--- config.mk ---
export PLATFORM = sky130hd
export DESIGN_NAME = bus_strobe_gen
export DESIGN_NICKNAME = d
export VERILOG_FILES = /design/src/rtl/bus_strobe_gen.sv
export SDC_FILE = /design/constraint.sdc
export NUM_CORES = 1
export LEC_CHECK = 0
export BUFFER_PORTS_ARGS = -buffer_cell sky130_fd_sc_hd__buf_2
export CAP_MARGIN = 10
export CORE_ASPECT_RATIO = 0.8
export CORE_MARGIN = 2
export CORE_UTILIZATION = 35
export DETAILED_ROUTE_END_ITERATION = 8
export GPL_TIMING_DRIVEN = 0
export MAX_ROUTING_LAYER = met4
export PLACE_DENSITY_LB_ADDON = 0.15
export SLEW_MARGIN = 20
export SYNTH_ARGS = -nofsm -noshare
export SYNTH_HDL_FRONTEND = slang
export SYNTH_SLANG_ARGS = --single-unit
--- constraint.sdc ---
create_clock -name clk -period 2.35 [get_ports clk]
set_input_delay 0.3525 -clock clk [delete_from_list [all_inputs] [get_ports clk]]
set_output_delay 0.3525 -clock clk [all_outputs]
set_load 0.01 [all_outputs]
--- src/rtl/bus_strobe_gen.sv ---
module bus_strobe_gen (
  input  logic       clk,
  input  logic       rst_n,
  input  logic       req_valid,
  input  logic [1:0] req_kind,
  input  logic       req_mem,
  input  logic       ready,
  input  logic       hold_req,
  output logic       req_ack,
  output logic       hold_ack,
  output logic [2:0] tstate,
  output logic       half,
  output logic       ale,
  output logic       inta_n,
  output logic       wr_n,
  output logic       wr_oe,
  output logic       den_n,
  output logic       den_oe,
  output logic       dtr,
  output logic       dtr_oe,
  output logic       mio,
  output logic       mio_oe
);
  localparam logic [2:0] S_IDLE = 3'd0, S_T1 = 3'd1, S_T2 = 3'd2, S_T3 = 3'd3,
                         S_TW = 3'd4, S_T4 = 3'd5, S_HOLD = 3'd6;
  localparam logic [1:0] K_WR = 2'b01, K_IA = 2'b10;

  logic [2:0] st;
  logic       ph, pend, mio_r, dtr_r;
  logic [1:0] cur_kind, nxt_kind;

  wire grant   = req_valid && !hold_req;
  wire end_rdy = ph && (st == S_T3 || st == S_TW);
  wire is_wr   = cur_kind == K_WR;
  wire is_ia   = cur_kind == K_IA;
  wire mid     = st == S_T2 || st == S_T3 || st == S_TW;
  wire den_act = (mid && (is_wr || st != S_T2 || ph)) || (st == S_T4 && !ph);

  assign req_ack  = grant && (st == S_IDLE || (end_rdy && ready));
  assign hold_ack = st == S_HOLD;
  assign tstate   = st;
  assign half     = ph;
  assign ale      = st == S_T1 && ph;
  assign wr_n     = !(is_wr && mid);
  assign inta_n   = !(is_ia && mid);
  assign den_n    = hold_ack || !den_act;
  assign mio      = mio_r || hold_ack;
  assign dtr      = dtr_r || hold_ack;
  assign wr_oe    = !hold_ack;
  assign den_oe   = !hold_ack;
  assign dtr_oe   = !hold_ack;
  assign mio_oe   = !hold_ack;

  always_ff @(posedge clk) begin
    if (!rst_n) begin
      st       <= S_IDLE;
      ph       <= 1'b0;
      pend     <= 1'b0;
      cur_kind <= 2'b00;
      nxt_kind <= 2'b00;
      mio_r    <= 1'b1;
      dtr_r    <= 1'b0;
    end else begin
      case (st)
        S_IDLE: begin
          ph <= 1'b0;
          if (hold_req) st <= S_HOLD;
          else if (req_valid) begin
            st       <= S_T1;
            cur_kind <= req_kind;
            mio_r    <= req_mem;
            dtr_r    <= req_kind == K_WR;
          end
        end
        S_HOLD: if (!hold_req) st <= S_IDLE;
        S_T1, S_T2: begin
          ph <= !ph;
          if (ph) st <= st + 3'd1;
        end
        S_T3, S_TW: begin
          ph <= !ph;
          if (ph) begin
            if (ready) begin
              st <= S_T4;
              if (grant) begin
                pend     <= 1'b1;
                nxt_kind <= req_kind;
                mio_r    <= req_mem;
                dtr_r    <= req_kind == K_WR;
              end
            end else st <= S_TW;
          end
        end
        S_T4: begin
          ph <= !ph;
          if (ph) begin
            if (pend) begin
              st       <= S_T1;
              cur_kind <= nxt_kind;
              pend     <= 1'b0;
            end else if (hold_req) st <= S_HOLD;
            else st <= S_IDLE;
          end
        end
        default: st <= S_IDLE;
      endcase
    end
  end

  p_ale_pulse_r1: assert property (@(posedge clk) disable iff (!rst_n)
    ale |=> (!ale && tstate == S_T2));
  p_strobe_excl_r3: assert property (@(posedge clk) disable iff (!rst_n)
    !(!wr_n && !inta_n));
  p_den_covers_wr_r5: assert property (@(posedge clk) disable iff (!rst_n)
    !wr_n |-> !den_n);
  p_wait_frozen_r7: assert property (@(posedge clk) disable iff (!rst_n)
    (tstate == S_TW) |-> $stable({wr_n, inta_n, den_n, mio, dtr}));
  p_idle_quiet_r8: assert property (@(posedge clk) disable iff (!rst_n)
    (tstate == S_IDLE) |-> (wr_n && inta_n && den_n && !ale));
  p_hold_release_r9: assert property (@(posedge clk) disable iff (!rst_n)
    hold_ack |-> (!mio_oe && !wr_oe && !dtr_oe && !den_oe && mio && wr_n
                  && dtr && den_n && inta_n && !ale && !req_ack));
endmodule

### After elaboration in Yosys (flattened, before gate mapping)

Cells that the tools add are included.

| storage, ports and cells | value |
|---|---|
| input port bits | 8 |
| register bits | 11 |
| output and inout bits | 16 |
| logic and storage cells | 99 |

| operators by class | value |
|---|---|
| eq/ne operators | 20 |
| reductions and logical operators | 38 |
| multiplexer cells | 33 |
| add/sub/neg operators | 1 |

Operators with widths:

| cell | count |
|---|---|
| 2-to-1 mux 3 bit | 8 |
| != test 2 bit, second input constant | 9 |
| 2-to-1 mux 1 bit | 15 |
| one-hot mux 3 bit (5 select lines) | 1 |
| AND reduction 5 bit | 3 |
| logical OR 1 bit | 10 |
| equality test 3 bit, second input constant | 3 |
| logical AND 1 bit | 9 |
| 2-to-1 mux 2 bit | 4 |
| one-hot mux 1 bit (2 select lines) | 4 |
| nonzero test 2 bit | 4 |
| equality test 3 x 2 -> 1 bit, second input constant | 2 |
| zero test 1 bit | 6 |
| AND reduction 6 bit | 1 |
| OR reduction 5 bit | 1 |
| equality test 2 x 1 -> 1 bit, second input constant | 2 |
| one-hot mux 2 bit (2 select lines) | 1 |
| AND reduction 4 bit | 1 |
| OR reduction 2 bit | 2 |
| adder 3 x 1 -> 3 bit, second input constant | 1 |
| equality test 3 x 1 -> 1 bit, second input constant | 1 |
| zero test 3 bit | 1 |
| != test 3 x 2 -> 1 bit, second input constant | 1 |
| != test 3 bit, second input constant | 1 |
| equality test 2 bit, second input constant | 1 |

### Logic depth before layout (Yosys ltp)

Gate-level depths: netlist (run 1).

| logic depth | value |
|---|---|
| word-level depth | 7 |
| gate-level depth with buffers | 8 |
| depth with buffers taken out | 6 |

### Worst setup path before layout (run 1)

OpenSTA, ideal clock, no wires.

| timing | value |
|---|---|
| path kind | flip-flop to output port |
| start point | register st[1] (netlist: tstate[1]) |
| end point | output den_n |
| setup slack | 0.347 ns |
| cell stages (with the launch flop) | 8 |
| required time | 1.997 ns |
| path buffers | 1 |
| arrival | 1.650 ns |
| cells stage by stage | dfxtp_1 > inv_1 > ha_1 > buf_2 > a21o_1 > a31oi_1 > o21ai_0 > a21oi_1 |

| on the way | value |
|---|---|
| cells in the longest elaborated chain, start to end | 7 |
| elaborated cells between the ends (all ways) | 15 |
| classes of those cells | eq/ne (6); reduce/logical (9) |

RTL lines:

| item | line | source |
|---|---|---|
| start: declaration | 28 | `logic [2:0] st;` |
| start signal: assignment | 78 | `if (ph) st <= st + 3'd1;` |
| equality test 3 x 2 -> 1 bit or != test 3 x 2 -> 1 bit (tied branches) | 36, 37 |  |
| logical OR 1 bit, on equally long branches (2 in a row) | 36, 37 |  |
| logical AND 1 bit | 37 | `wire den_act = (mid && (is_wr \|\| st != S_T2 \|\| ph)) \|\| (st == S_T4 && !ph);` |
| logical OR 1 bit | 37 |  |
| zero test 1 bit | 46 | `assign den_n = hold_ack \|\| !den_act;` |
| logical OR 1 bit * | 46 |  |
| end: declaration | 17 | `output logic den_n,` |

Mark *: on every way between the ends. The rest lies on a longest branch, timed or not.

### Final worst setup path (run 1)

| timing | value |
|---|---|
| start point | register st[2] (netlist: tstate[2]) |
| end point | output den_n |

The elaborated chain is that of the path after synthesis.

==> results.toml, run 1 <==
[layout]
diodes = 0
design_area_sq_mm = 0.00121
drive_gt1_share_pct = 30.1
area_growth_syn_to_layout_pct = 23.7
layout.nets = 171

[clock_network]
cts_buffers = 3
hold_buffers = 0
cts.sinks = 11
clk_latency_ns = 0.28
clk_pin_slew_ns = 0.08
cts_buffer_depth = 2
cts_tree = "yes"
cts_root_buf = "clkbuf_4"
cts_max_level = 1

[placement]
hpwl_microns = 1900
globalplace.congestion = 0.773
placed_area_sq_mm = 0.00114
dp_slack_ns = 0.141
io_buffers = 23

[min_path]
min_delay_worst_endpoint = "nxt_kind[1]"
whs_path_depth = 3
hp-class = "in -> reg"
holdCritStartpoint = "req_kind[1]"

[yosys]
avgSynthCellArea_sq_um = 7.99
muxShareOfSynthArea_pct = 6.11
synth_xor_area_share_pct = 0
synthDistinctLibCells = 39
synth_seq_cells = 11
yosysWarnings = 0
synthesis.area_sq_um = 982
synth_simple_gate_area_share_pct = 26.5
syn-num-nets = 140
synth_seq_area_share_pct = 22.4
syn_inst = 123
synth_compound_area_share_pct = 23.4
synthAdderAreaFrac_pct = 11.5
synth_top_family_by_area = "simple AND/OR/NAND/NOR gates"

[drt]
drcViolationCount = 0
postRouteAntennaNets = 0
vias = 995
drt-initial-drc-count = 29
wl_per_cell_microns = 13.2
totalWireLength_microns = 2520
via_per_inst = 5.21
drt_first_pass_iters = 4

[timing]
setup_slack_ns = 0.126
max_freq_mhz = 450
slew_violations = 0
timing.final.crit_share_pct = 94.6
tightestPinTransition_ns = 0.587
slew_headroom_pct = 60.5
fin_crit_ns = 2.22
finalHoldViolCount = 0
skew_ns = 0.00270
setup_viol = 0

[setup_path]
cp-end-kind = "primary output"
path_max_fanout = 17
critPathMaxStageDelay_ns = 0.37
rr_endpoint = "tstate[1]"
worstSetupPathType = "reg -> out"
required_ns = 2.00
crit_chain = "buf_8 > inv_1 > ha_1 > a21o_1 > a31oi_1 > o21ai_0 > a21oi_1 > buf_2"
critPathSlowestCell = "dfxtp_2"
start_kind = "flip-flop"
r2r_setup_slack_ns = 0.39
reg2reg_depth = 7
arrival_ns = 1.87
r2r-start = "tstate[0]"

[die]
ios = 24
row_count = 17
die_w_microns = 63.2
coreArea_sq_mm = 0.00272
start_util_pct = 36.1
dieArea_sq_mm = 0.00325
fp.dieH_microns = 51.4

[grt]
grt_max_degree = 18
grt_pass1_wl_microns = 4290
grt.total_usage_pct = 17.4
grt-ovfl-total = 0
antenna_found_initial = 0
grt_pass1_vias = 922

[power]
comb_power_share_pct = 69.0
power_switching_uw = 659
seq_power_share_pct = 21.2
p_sw_share_pct = 46.5
ir_drop_v = 0.000558
p_leak_uw = 0.000534
internal_power_uw = 757
power-per-cell-area_mw_per_mm2 = 1170
clkPwrFrac_pct = 9.8

[run_status]
run_status = "complete, no violations"

[flow_run]
drv_cap = 0
final cells by class:
type                    count  area, sq um
clock inverters             1         5.00
multi-input cells          94          666
well taps                  38         47.5
flip-flops and latches     11          229
clock buffers               3         22.5
inverters                   9         33.8
plain buffers               8         66.3
fillers                   316         1510
repair buffers             27          145
worst max path at each step:
stage / startpoint / slack (ns) / endpoint
floorplan: tstate[1] / 0.35 / den_n
global placement: tstate[1] / 0.19 / den_n
detailed placement: tstate[1] / 0.14 / den_n
CTS: tstate[0] / 0.008 / den_n
global route: tstate[1] / -0.0009 / den_n
finish: tstate[2] / 0.13 / den_n
through the flow:
| stage | power, uW | std cells | setup TNS, ns | hold WS, ns | util (%) |
|---|---|---|---|---|---|
| final | 1420 | 191 | 0 | 0.329 | 44.6 |
| after global routing | 1540 | 191 | -0.000891 | 0.340 | 44.6 |
| after CTS | 1360 | 187 | 0 | 0.324 | 43.1 |
| after detailed placement | 1210 | 184 | 0 | 0.454 | 42.0 |
| after global placement | 1200 | 184 | 0 | 0.442 | 42.0 |
| after floorplan | 980 | 123 | 0 | 0.430 | - |
kinds of logic (layout without fill, tap and decap cells):
| family | Yosys count | in the layout |
|---|---|---|
| buffers and inverters | 18 | 48 |
| and+or+nand+nor | 45 | 45 |
| adders and majority gates | 9 | 9 |
| DFF | 11 | 11 |
| AOI/OAI and AO/OA | 34 | 34 |
| muxes | 6 | 6 |
power groups by stage:
| stage | combinational (uW) | clock (uW) | sequential [uW] |
|---|---|---|---|
| 2_1_floorplan | 674 | 0 | 307 |
| 3_3_place_gp | 893 | 0 | 306 |
| 3_5_place_dp | 900 | 0 | 307 |
| 4_1_cts | 899 | 145 | 312 |
| 5_1_grt | 1080 | 156 | 309 |
| 6_report | 977 | 139 | 301 |
cell usage after synthesis:
master      n  area share [%]
a21o_1      2             1.5
nor4_4      1             2.2
dfxtp_1    11              22
a21oi_1     9             4.6
a311o_1     1             1.0
nand3_1     5             2.5
a31oi_1     1            0.64
nor3_2      1             1.0
mux2i_1     6             6.1
buf_2       4             2.0
nand4bb_1   1             1.1
nand4b_1    1            0.89
buf_6       2             2.3
o31ai_1     1            0.76
a311oi_1    2             1.8
nor3_1      2             1.0
o21a_1      2             1.5
o21ai_0     6             3.1
o22a_1      1            0.89
nand2_1    12             4.6
nor3b_1     1            0.76
o211ai_1    2             1.5
a2111o_1    1             1.1
a211oi_1    1            0.76
nand2b_1    5             3.2
nor2_1      7             2.7
o311ai_0    1            0.89
ha_1        9              11
or2_2       1            0.64
buf_4       3             2.3
o211a_1     1             1.0
nor2b_1     1            0.64
o22ai_1     1            0.64
o41ai_1     1            0.89
nand3b_1    5             3.8
or4_1       1            0.76
and3_1      1            0.64
o21bai_1    1            0.76
inv_1       9             3.4
flip-flops by register name, summed over array words and instances (netlist names):
| signal | count |
|---|---|
| dtr_r | 1 |
| tstate | 3 |
| nxt_kind | 2 |
| half | 1 |
| pend | 1 |
| cur_kind | 2 |
| mio_r | 1 |
per-layer routing:
layer,share of wire [%],up-vias,global-route usage [%]
met5,0,-,-
li1,-,500,-
met1,51,470,23.1
met2,43,21,26.8
met3,4.7,4,4.41
met4,1.2,0,4.35
critical path, delay by kind of cell (launching register included):
family | cells | cell delay [ns]
fa+ha+maj | 1 | 0.19
buf+inv | 3 | 0.41
flops | 1 | 0.37
compound gates | 4 | 0.61
timing repair:
action,in CTS,in global routing
setup buffers,0,4
setup endpoints to repair,1,1
pin swaps,0,1
gates resized for setup,4,5
endpoints found under the hold margin,0,0
layout by cell type, fill, tap and decap left out, drive strengths merged, types with 3 or more instances in the layout:
cell type and n:
ha 9, buf 35, mux2i 6, nor3 3, dfxtp 11, nand2 12, nor2 7, nand3b 5
inv 9, o21ai 6, nand3 5, a21oi 9, clkbuf 3, nand2b 5
Note: power is estimated with default switching activity, not from simulation.
==> run 2, diff against run 1 <==
--- a/config.mk
+++ b/config.mk
@@ -5,6 +5,7 @@
 export SDC_FILE = /design/constraint.sdc
 export NUM_CORES = 1
 export LEC_CHECK = 0
+export ABC_AREA = 1
 export BUFFER_PORTS_ARGS = -buffer_cell sky130_fd_sc_hd__buf_2
 export CAP_MARGIN = 10
 export CORE_ASPECT_RATIO = 0.8
==> results.toml, run 2 <==
[power]
p_leak_uw = 0.000648
ir_drop_v = 0.000487
power-per-cell-area_mw_per_mm2 = 1060

[timing]
skew_ns = 0.00161
max_freq_mhz = 479
timing.final.crit_share_pct = 88.8
tightestPinTransition_ns = 0.336
holdWs_ns = 0.283
rsz0062_at_grt = "false"
slew_violations = 0
finalSetupTns_ns = 0
finalHoldViolCount = 0
setup_viol = 0
fin_crit_ns = 2.09
slew_headroom_pct = 77.6

[layout]
diodes = 0
layout.nets = 197
seqCellArea_sq_um = 220
area_growth_syn_to_layout_pct = 19.4
final_cell_mix = "nand2_1, buf_2, inv_1"
fillers = 302
largest_register_ffs = 3
drive_gt1_share_pct = 29.1
multi_input_area_sq_um = 607
final_common_cell = "nand2_1"

[clock_network]
clk_pin_slew_ns = 0.07
cts_tree = "yes"
cts_root_buf = "clkbuf_4"
cts_setup_buffers = 0
cts_buffers = 3
cts_resized = 0
cts_buffer_depth = 2
hold_buffers = 0
cts_max_level = 1
cts.sinks = 11
clk_latency_ns = 0.27

[setup_path]
start_kind = "flip-flop"
worstSetupPathType = "reg -> out"
cp-end-kind = "primary output"
critical_path_buf_inv_count = 3
required_ns = 2.00
worst_path_dominant_cell_family = "flip-flops"
r2r_setup_slack_ns = 0.56
path_max_fanout = 9
crit_chain = "inv_1 > ha_1 > nand2_4 > inv_4 > nand2_2 > nand3_1 > nand2_1 > buf_2"
critPathSlowestCell = "dfxtp_1"
arrival_ns = 1.73
critPathMaxStageDelay_ns = 0.52

[yosys]
synth_seq_cells = 11
yosysMostFrequentCell = "nand2_1"
synth_commonest_cells = "nand2_1, inv_1, nand3_1, nor2_1, dfxtp_1"
synth_edf_count = 0
synthesis.area_sq_um = 972
ys_async_sr_fraction_pct = 0
avgSynthCellArea_sq_um = 6.40
synthDistinctLibCells = 23
synth_seq_area_share_pct = 22.7
synth.area.top_cells = "dfxtp_1, nand2_1, ha_1"
synth_top_area_share_pct = 22.7
yosysTopAreaCell = "dfxtp_1"
yosysWarnings = 0
ys.flop_type = "dfxtp_1"
syn_inst = 152
syn-num-nets = 169

[flow_run]
drv_cap = 0

[die]
dieArea_sq_mm = 0.00322
fp.dieH_microns = 51.1
row_count = 17
ios = 24
start_util_pct = 36.0
die_w_microns = 62.9
coreArea_sq_mm = 0.00270

[drt]
via_per_inst = 4.41
wl_per_cell_microns = 10.1
totalWireLength_microns = 2200
drt-initial-drc-count = 40
postRouteAntennaNets = 0
drt_first_pass_iters = 4
drcViolationCount = 0
vias = 956

[placement]
globalplace.congestion = 0.813
hpwl_microns = 1860
io_buffers = 23

[min_path]
hp-class = "in -> reg"

[grt]
grt-ovfl-total = 0
antenna_found_initial = 0
grt_pass1_wl_microns = 3670
grt_max_degree = 10
grt_pass1_vias = 848
grt.total_usage_pct = 15.0

[run_status]
run_status = "complete, no violations"
-- run 2: final timing paths --
path / start / cells after the start / endpoint
max: tstate[1] / 8 / den_n
min: req_mem / 3 / mio_r
max reg2reg: tstate[1] / 10 / dtr_r
min reg2reg: nxt_kind[0] / 2 / nxt_kind[0]
-- run 2: through the flow --
stage	std cells	total power, uW	worst slack, ns	util, %	instance area [sq um]
floorplan	152	907	0.688	-	972
global placement	213	1100	0.563	42.0	1130
detailed placement	213	1110	0.541	42.0	1130
CTS	217	1240	0.232	43.0	1160
global route	217	1370	0.0679	43.0	1160
finish	217	1230	0.264	43.0	1160
-- run 2: kinds of logic (layout without fill, tap and decap cells) --
kind of cell / count (synthesis) / in the layout / synth area share (%)
adder cells (fa/ha/maj): 9 / 9 / 11.6
flip-flops: 11 / 11 / 22.7
buffers and inverters: 31 / 58 / 14.9
AND/OR/NAND/NOR: 82 / 82 / 40.8
AO/OA/AOI/OAI: 19 / 19 / 10.0
-- run 2: layer usage --
| layer | GRT usage, % | up-vias | wire, microns |
|---|---|---|---|
| met5 | - | - | 0 |
| li1 | - | 524 | - |
| met3 | 3.74 | 2 | 106 |
| met1 | 18.8 | 408 | 1110 |
| met4 | 3.33 | 0 | 15 |
| met2 | 24.6 | 22 | 961 |
-- run 2: tightest hold or removal path: stages --
cell,delay (ns)
buf_2,0.07
nand2_1,0.04
nand3_1,0.05
-- run 2: report_power, final --
| part | switching (uW) | total, uW | leakage [uW] | internal [uW] |
|---|---|---|---|---|
| registers | 56.6 | 294 | 0.0000903 | 238 |
| logic | 503 | 803 | 0.000543 | 300 |
| clock network | 64.5 | 130 | 0.0000150 | 65.7 |
| total | 624 | 1230 | 0.000648 | 603 |
-- run 2: cell type report --
| cell class | count | area share (%) |
|---|---|---|
| inverter | 27 | 9.59 |
| sequential | 11 | 19.0 |
| tap | 38 | 4.09 |
| multi-input combinational | 110 | 52.3 |
| clock buffer | 4 | 2.26 |
| timing repair buffer | 23 | 9.91 |
| buffer | 4 | 2.91 |
